## src/rtl/brc_pkg.sv

```systemverilog
package brc_pkg;
    typedef enum logic [1:0] {
        ST_IDLE = 2'd0,
        ST_SLOT = 2'd1,
        ST_FIRE = 2'd2
    } slot_state_e;

    typedef struct packed {
        logic z;
        logic n;
        logic v;
        logic c;
    } flags_t;
endpackage

```

## src/rtl/brc_cond_eval.sv

```systemverilog
module brc_cond_eval
    import brc_pkg::*;
(
    input  flags_t     flags,
    input  logic [2:0] cond,
    input  logic       inv,
    output logic       pred
);
    logic base;

    always_comb begin
        unique case (cond)
            3'd0: base = 1'b1;
            3'd1: base = flags.c & ~flags.z;
            3'd2: base = ~flags.c;
            3'd3: base = ~flags.z;
            3'd4: base = ~flags.v;
            3'd5: base = ~flags.n;
            3'd6: base = (flags.n == flags.v);
            3'd7: base = (flags.n == flags.v) & ~flags.z;
            default: base = 1'b0;
        endcase
        pred = base ^ inv;
    end
endmodule

```

## src/rtl/brc_target_gen.sv

```systemverilog
module brc_target_gen #(
    parameter int XLEN  = 32,
    parameter int IMM_W = 23
) (
    input  logic [XLEN-1:0]  pc,
    input  logic [IMM_W-1:0] imm,
    input  logic             rel,
    input  logic             use_reg,
    input  logic [XLEN-1:0]  rs_a,
    input  logic [XLEN-1:0]  rs_b,
    input  logic             take,
    output logic [XLEN-1:0]  target
);
    localparam int PAD = XLEN - IMM_W - 2;
    localparam logic [XLEN-1:0] STEP = XLEN'(4);

    logic [XLEN-1:0] abs_addr;
    logic [XLEN-1:0] rel_off;
    logic [XLEN-1:0] br_addr;

    always_comb begin
        abs_addr = {{PAD{1'b0}}, imm, 2'b00};
        rel_off  = {{PAD{imm[IMM_W-1]}}, imm, 2'b00};
        if (use_reg)
            br_addr = rs_a + rs_b;
        else if (rel)
            br_addr = pc + rel_off;
        else
            br_addr = abs_addr;
        target = take ? br_addr : (pc + STEP);
    end
endmodule

```

## src/rtl/brc_slot_fsm.sv

```systemverilog
module brc_slot_fsm
    import brc_pkg::*;
#(
    parameter int XLEN = 32
) (
    input  logic            clk,
    input  logic            rst_n,
    input  logic            issue_valid,
    input  logic            arm,
    input  logic [XLEN-1:0] tgt_in,
    output logic            slot_pending,
    output logic            redirect_valid,
    output logic [XLEN-1:0] redirect_pc
);
    slot_state_e state_q, state_d;
    logic [XLEN-1:0] hold_q;
    logic            do_arm;

    assign do_arm = issue_valid & arm & (state_q != ST_SLOT);

    always_comb begin
        state_d = state_q;
        unique case (state_q)
            ST_IDLE: if (do_arm) state_d = ST_SLOT;
            ST_SLOT: if (issue_valid) state_d = ST_FIRE;
            ST_FIRE: state_d = do_arm ? ST_SLOT : ST_IDLE;
            default: state_d = ST_IDLE;
        endcase
    end

    always_ff @(posedge clk) begin
        if (!rst_n) begin
            state_q <= ST_IDLE;
            hold_q  <= '0;
        end else begin
            state_q <= state_d;
            if (do_arm) hold_q <= tgt_in;
        end
    end

    always_comb begin
        slot_pending   = (state_q == ST_SLOT);
        redirect_valid = (state_q == ST_FIRE);
        redirect_pc    = hold_q;
    end

    AST_ARM_TO_SLOT: assert property (@(posedge clk) disable iff (!rst_n)
        (issue_valid && arm && !slot_pending) |=> slot_pending);
    AST_STALL_HOLDS: assert property (@(posedge clk) disable iff (!rst_n)
        (slot_pending && !issue_valid) |=> (slot_pending && $stable(redirect_pc)));
    AST_RELEASE_FIRES: assert property (@(posedge clk) disable iff (!rst_n)
        (slot_pending && issue_valid) |=> (redirect_valid && $stable(redirect_pc)));
    AST_FIRE_ONE_CYCLE: assert property (@(posedge clk) disable iff (!rst_n)
        redirect_valid |=> !redirect_valid);
    AST_SLOT_BRANCH_IGNORED: assert property (@(posedge clk) disable iff (!rst_n)
        (slot_pending && issue_valid && arm) |=> !slot_pending);
endmodule

```

## src/rtl/brc_unit.sv

```systemverilog
module brc_unit
    import brc_pkg::*;
#(
    parameter int XLEN  = 32,
    parameter int IMM_W = 23
) (
    input  logic             clk,
    input  logic             rst_n,
    input  logic             issue_valid,
    input  logic             br_en,
    input  logic             br_reg,
    input  logic [2:0]       cond,
    input  logic             inv,
    input  logic             rel,
    input  logic [IMM_W-1:0] imm,
    input  logic [XLEN-1:0]  pc,
    input  logic [XLEN-1:0]  rs_a,
    input  logic [XLEN-1:0]  rs_b,
    input  logic             flag_z,
    input  logic             flag_n,
    input  logic             flag_v,
    input  logic             flag_c,
    output logic             taken,
    output logic [XLEN-1:0]  target,
    output logic             slot_pending,
    output logic             redirect_valid,
    output logic [XLEN-1:0]  redirect_pc
);
    flags_t flags;
    logic   pred;

    assign flags = '{z: flag_z, n: flag_n, v: flag_v, c: flag_c};
    assign taken = br_en & pred;

    brc_cond_eval u_cond (
        .flags (flags),
        .cond  (cond),
        .inv   (inv),
        .pred  (pred)
    );

    brc_target_gen #(.XLEN(XLEN), .IMM_W(IMM_W)) u_tgt (
        .pc      (pc),
        .imm     (imm),
        .rel     (rel),
        .use_reg (br_reg),
        .rs_a    (rs_a),
        .rs_b    (rs_b),
        .take    (taken),
        .target  (target)
    );

    brc_slot_fsm #(.XLEN(XLEN)) u_fsm (
        .clk            (clk),
        .rst_n          (rst_n),
        .issue_valid    (issue_valid),
        .arm            (taken),
        .tgt_in         (target),
        .slot_pending   (slot_pending),
        .redirect_valid (redirect_valid),
        .redirect_pc    (redirect_pc)
    );

    AST_ALWAYS_CODE: assert property (@(posedge clk) disable iff (!rst_n)
        (br_en && cond == 3'd0 && !inv) |-> taken);
    AST_NEVER_CODE: assert property (@(posedge clk) disable iff (!rst_n)
        (br_en && cond == 3'd0 && inv) |-> !taken);
    AST_FALLTHROUGH: assert property (@(posedge clk) disable iff (!rst_n)
        !taken |-> (target == pc + XLEN'(4)));
    AST_NO_BRANCH_NO_TAKE: assert property (@(posedge clk) disable iff (!rst_n)
        !br_en |-> !taken);
endmodule

```

## config.mk

```make
export PLATFORM = sky130hd
export DESIGN_NAME = brc_unit
export DESIGN_NICKNAME = d
export VERILOG_FILES = /design/src/rtl/brc_pkg.sv /design/src/rtl/brc_cond_eval.sv /design/src/rtl/brc_target_gen.sv /design/src/rtl/brc_slot_fsm.sv /design/src/rtl/brc_unit.sv
export SDC_FILE = /design/constraint.sdc
export NUM_CORES = 1
export LEC_CHECK = 0
export CAP_MARGIN = 10
export CORE_MARGIN = 1
export CORE_UTILIZATION = 44
export CTS_BUF_LIST = sky130_fd_sc_hd__clkbuf_16
export DETAILED_ROUTE_END_ITERATION = 7
export DONT_BUFFER_PORTS = 1
export GPL_ROUTABILITY_DRIVEN = 0
export PLACE_DENSITY_LB_ADDON = 0.15
export SLEW_MARGIN = 20
export SYNTH_ARGS = -nofsm -noshare
export SYNTH_HDL_FRONTEND = slang
export SYNTH_SLANG_ARGS = --single-unit
export TNS_END_PERCENT = 10
```

## constraint.sdc

```tcl
create_clock -name clk -period 5.4 [get_ports clk]
set_input_delay 1.08 -clock clk [delete_from_list [all_inputs] [get_ports clk]]
set_output_delay 1.08 -clock clk [all_outputs]
set_load 0.02 [all_outputs]
```

==> metrics.txt <==
Worst Hold Depth 1; number of levels in the clock H-tree 2; largest net degree at the start of global routing 53; hold_buf cts 0; pwr dens 199.1 nW/um2; Iteration-0 DRC Markers between 300 and 400; period utilization 0.9313; FF-to-FF setup slack around 3.5 ns; Num CTS Buffers 5; cts repair resizes 0; max-cap violations 0; setup TNS 0 ns; Worst Hold Class reg -> reg; drt first pass iters 5; final-stage net count roughly 1100; WL final around 21000 um; CP Launch Type input pin; root buffer cell clkbuf_16; most frequent cells in the layout nand2_1 (109), a21oi_1 (100), o21ai_0 (78), nor2_1 (62), ha_1 (61); Async S/R FF share, synth 0; Vert. Die Dim ~120 um; core area roughly 14000 um2; Req. time, crit path about 4.3 ns; routed length per placed instance 19.58 um; count of state elements after synthesis 34; Main synth FF type dfxtp_1; fill count between 1000 and 1500; Cells after DPL between 1000 and 1500; die outline width roughly 120 um; CTS Sinks 34; R2R depth 6; number of global-route vias before repair between 6000 and 7000; RSZ-0062 raised after global routing no; Layout area overhead 5.073%; Leakage approximately 2.7 nW; area of the multi-input gates about 5200 um2; # setup viols final 0; vias per cell 6.339; Congestion Overflow GR 0; syn_nets between 1000 and 1500; Max clock buf depth 2; max-slew violations 0; I/O Pins 200; CP Max Fanout 6; clock transition at the registers of the reported paths approximately 0.060 ns; Max-Slew Margin vs Limit 0.3407; Initial Util 0.4531; Mapped Cells between 800 and 900; mapped cell area around 6300 um2; Tmin final between 5 and 6 ns; Peak supply drop around 0.12 mV; # port buffers 0; Hold Slack 0.5001 ns; yosys warns 0; FF+latch area 680.7 um2; first-pass GRT wire length about 33000 um; DP Worst Slack 0.4570 ns; Unique masters post-synth roughly 90; Total Routing Usage GR 0.2786; average footprint of a synthesized cell between 7 and 8 um2; n_diodes 0; initial antenna violation count 0; most common cell after layout, fill and taps aside nand2_1; CTS tree done; Hold Vio Cnt, Final 0; die area 14830 um2; share of layout cells above drive strength 1 0.07874; Slew @ Worst Pin about 1 ns; Fmax between 150 and 200 MHz; status completed; crit end category output pin; crit path kind in -> out; row count 43; antenna-violating nets left 0; Post-synth EDFFs 0; post-detail-place hpwl 17210 um; Finished Layout Cells ~1100; Arr. time, crit path between 3 and 4 ns; Post-route DRC 0; postcts setup bufs 0; final worst setup slack 0.3709 ns; Clk Latency, worst-skew pair between 0.2 and 0.3 ns; vias post-DR roughly 6800; Max Clock Skew 0.004375 ns; Seq/Total Area, Yosys 0.1078
-- power breakdown --
part | total (mW) | switching (mW) | leakage, nW | internal [mW]
sequential | 0.299 | 0.0314 | 0.277 | 0.268
clock | 0.328 | 0.111 | 0.0760 | 0.217
combinational | 0.693 | 0.428 | 2.35 | 0.265
-- per-layer routing --
metal	routed length, um	vias to the layer above	track usage
li1	-	3325	-
met1	8396	3130	0.3215
met3	1565	65	0.06929
met4	1285	0	0.1505
met2	9678	256	0.4703
met5	0	-	0
-- synth_stat cells, types with 9 or more instances --
cell / instances / area, um2
a21o_1: 24 / 180.2
nor2_1: 62 / 232.7
inv_1: 36 / 135.1
nand2b_1: 11 / 68.82
a21oi_1: 100 / 500.5
ha_1: 61 / 763.2
nand3_1: 30 / 150.1
a211oi_1: 19 / 142.6
xor2_1: 25 / 219.0
buf_2: 10 / 50.05
and3_1: 9 / 56.30
nand2_1: 109 / 409.1
a31oi_1: 13 / 81.33
o31ai_1: 9 / 67.56
nand4_1: 15 / 93.84
clkbuf_1: 18 / 67.56
o21ai_0: 78 / 390.4
xnor2_1: 39 / 341.6
dfxtp_1: 34 / 680.7
mux2i_1: 13 / 130.1
nor3_1: 19 / 95.09
o211ai_1: 11 / 82.58
-- state kept, by name (all words and copies together) (netlist names) --
signal,cells
u_fsm.state_q,2
u_fsm.redirect_pc,32
-- stage by stage --
| step | utilization | total power [mW] | instance area, um2 |
|---|---|---|---|
| finish | 0.4761 | 1.321 | 6634 |
| global route | 0.4761 | 1.406 | 6634 |
| CTS | 0.4761 | 1.318 | 6634 |
| detailed placement | 0.4639 | 0.9896 | 6464 |
| global placement | 0.4639 | 0.9797 | 6464 |
| floorplan | - | 0.8405 | 6314 |
-- worst paths after layout --
path                                       start               endpoint
worst min register to register  u_fsm.state_q[0]       u_fsm.state_q[0]
worst max register to register  u_fsm.state_q[1]  u_fsm.redirect_pc[21]
worst min-delay path            u_fsm.state_q[0]       u_fsm.state_q[0]
worst max-delay path                     rs_a[6]             target[25]
-- critical path, cell delays in order --
cell,delay [ns]
ha_1,0.37
o21ai_0,0.18
a211oi_2,0.31
o2111ai_1,0.28
a2111oi_0,0.58
nor3_1,0.12
xnor2_1,0.16
a211oi_1,0.55
a21oi_1,0.30
-- cell type report --
class | count | share of cell area
inverters | 37 | 0.02094
multi-input cells | 786 | 0.7897
flip-flops and latches | 34 | 0.1026
clock inverters | 3 | 0.006790
well taps | 180 | 0.03395
repair buffers | 24 | 0.02716
clock buffers | 5 | 0.01886
-- cells by family after synthesis --
kind of cell	synth area share
xor+xnor	0.08878
fa+ha+maj	0.1272
simple gates	0.2406
flops	0.1078
mux	0.02774
compound gates	0.3446
buf+inv	0.06322
Power figures use the tool's default switching activity.
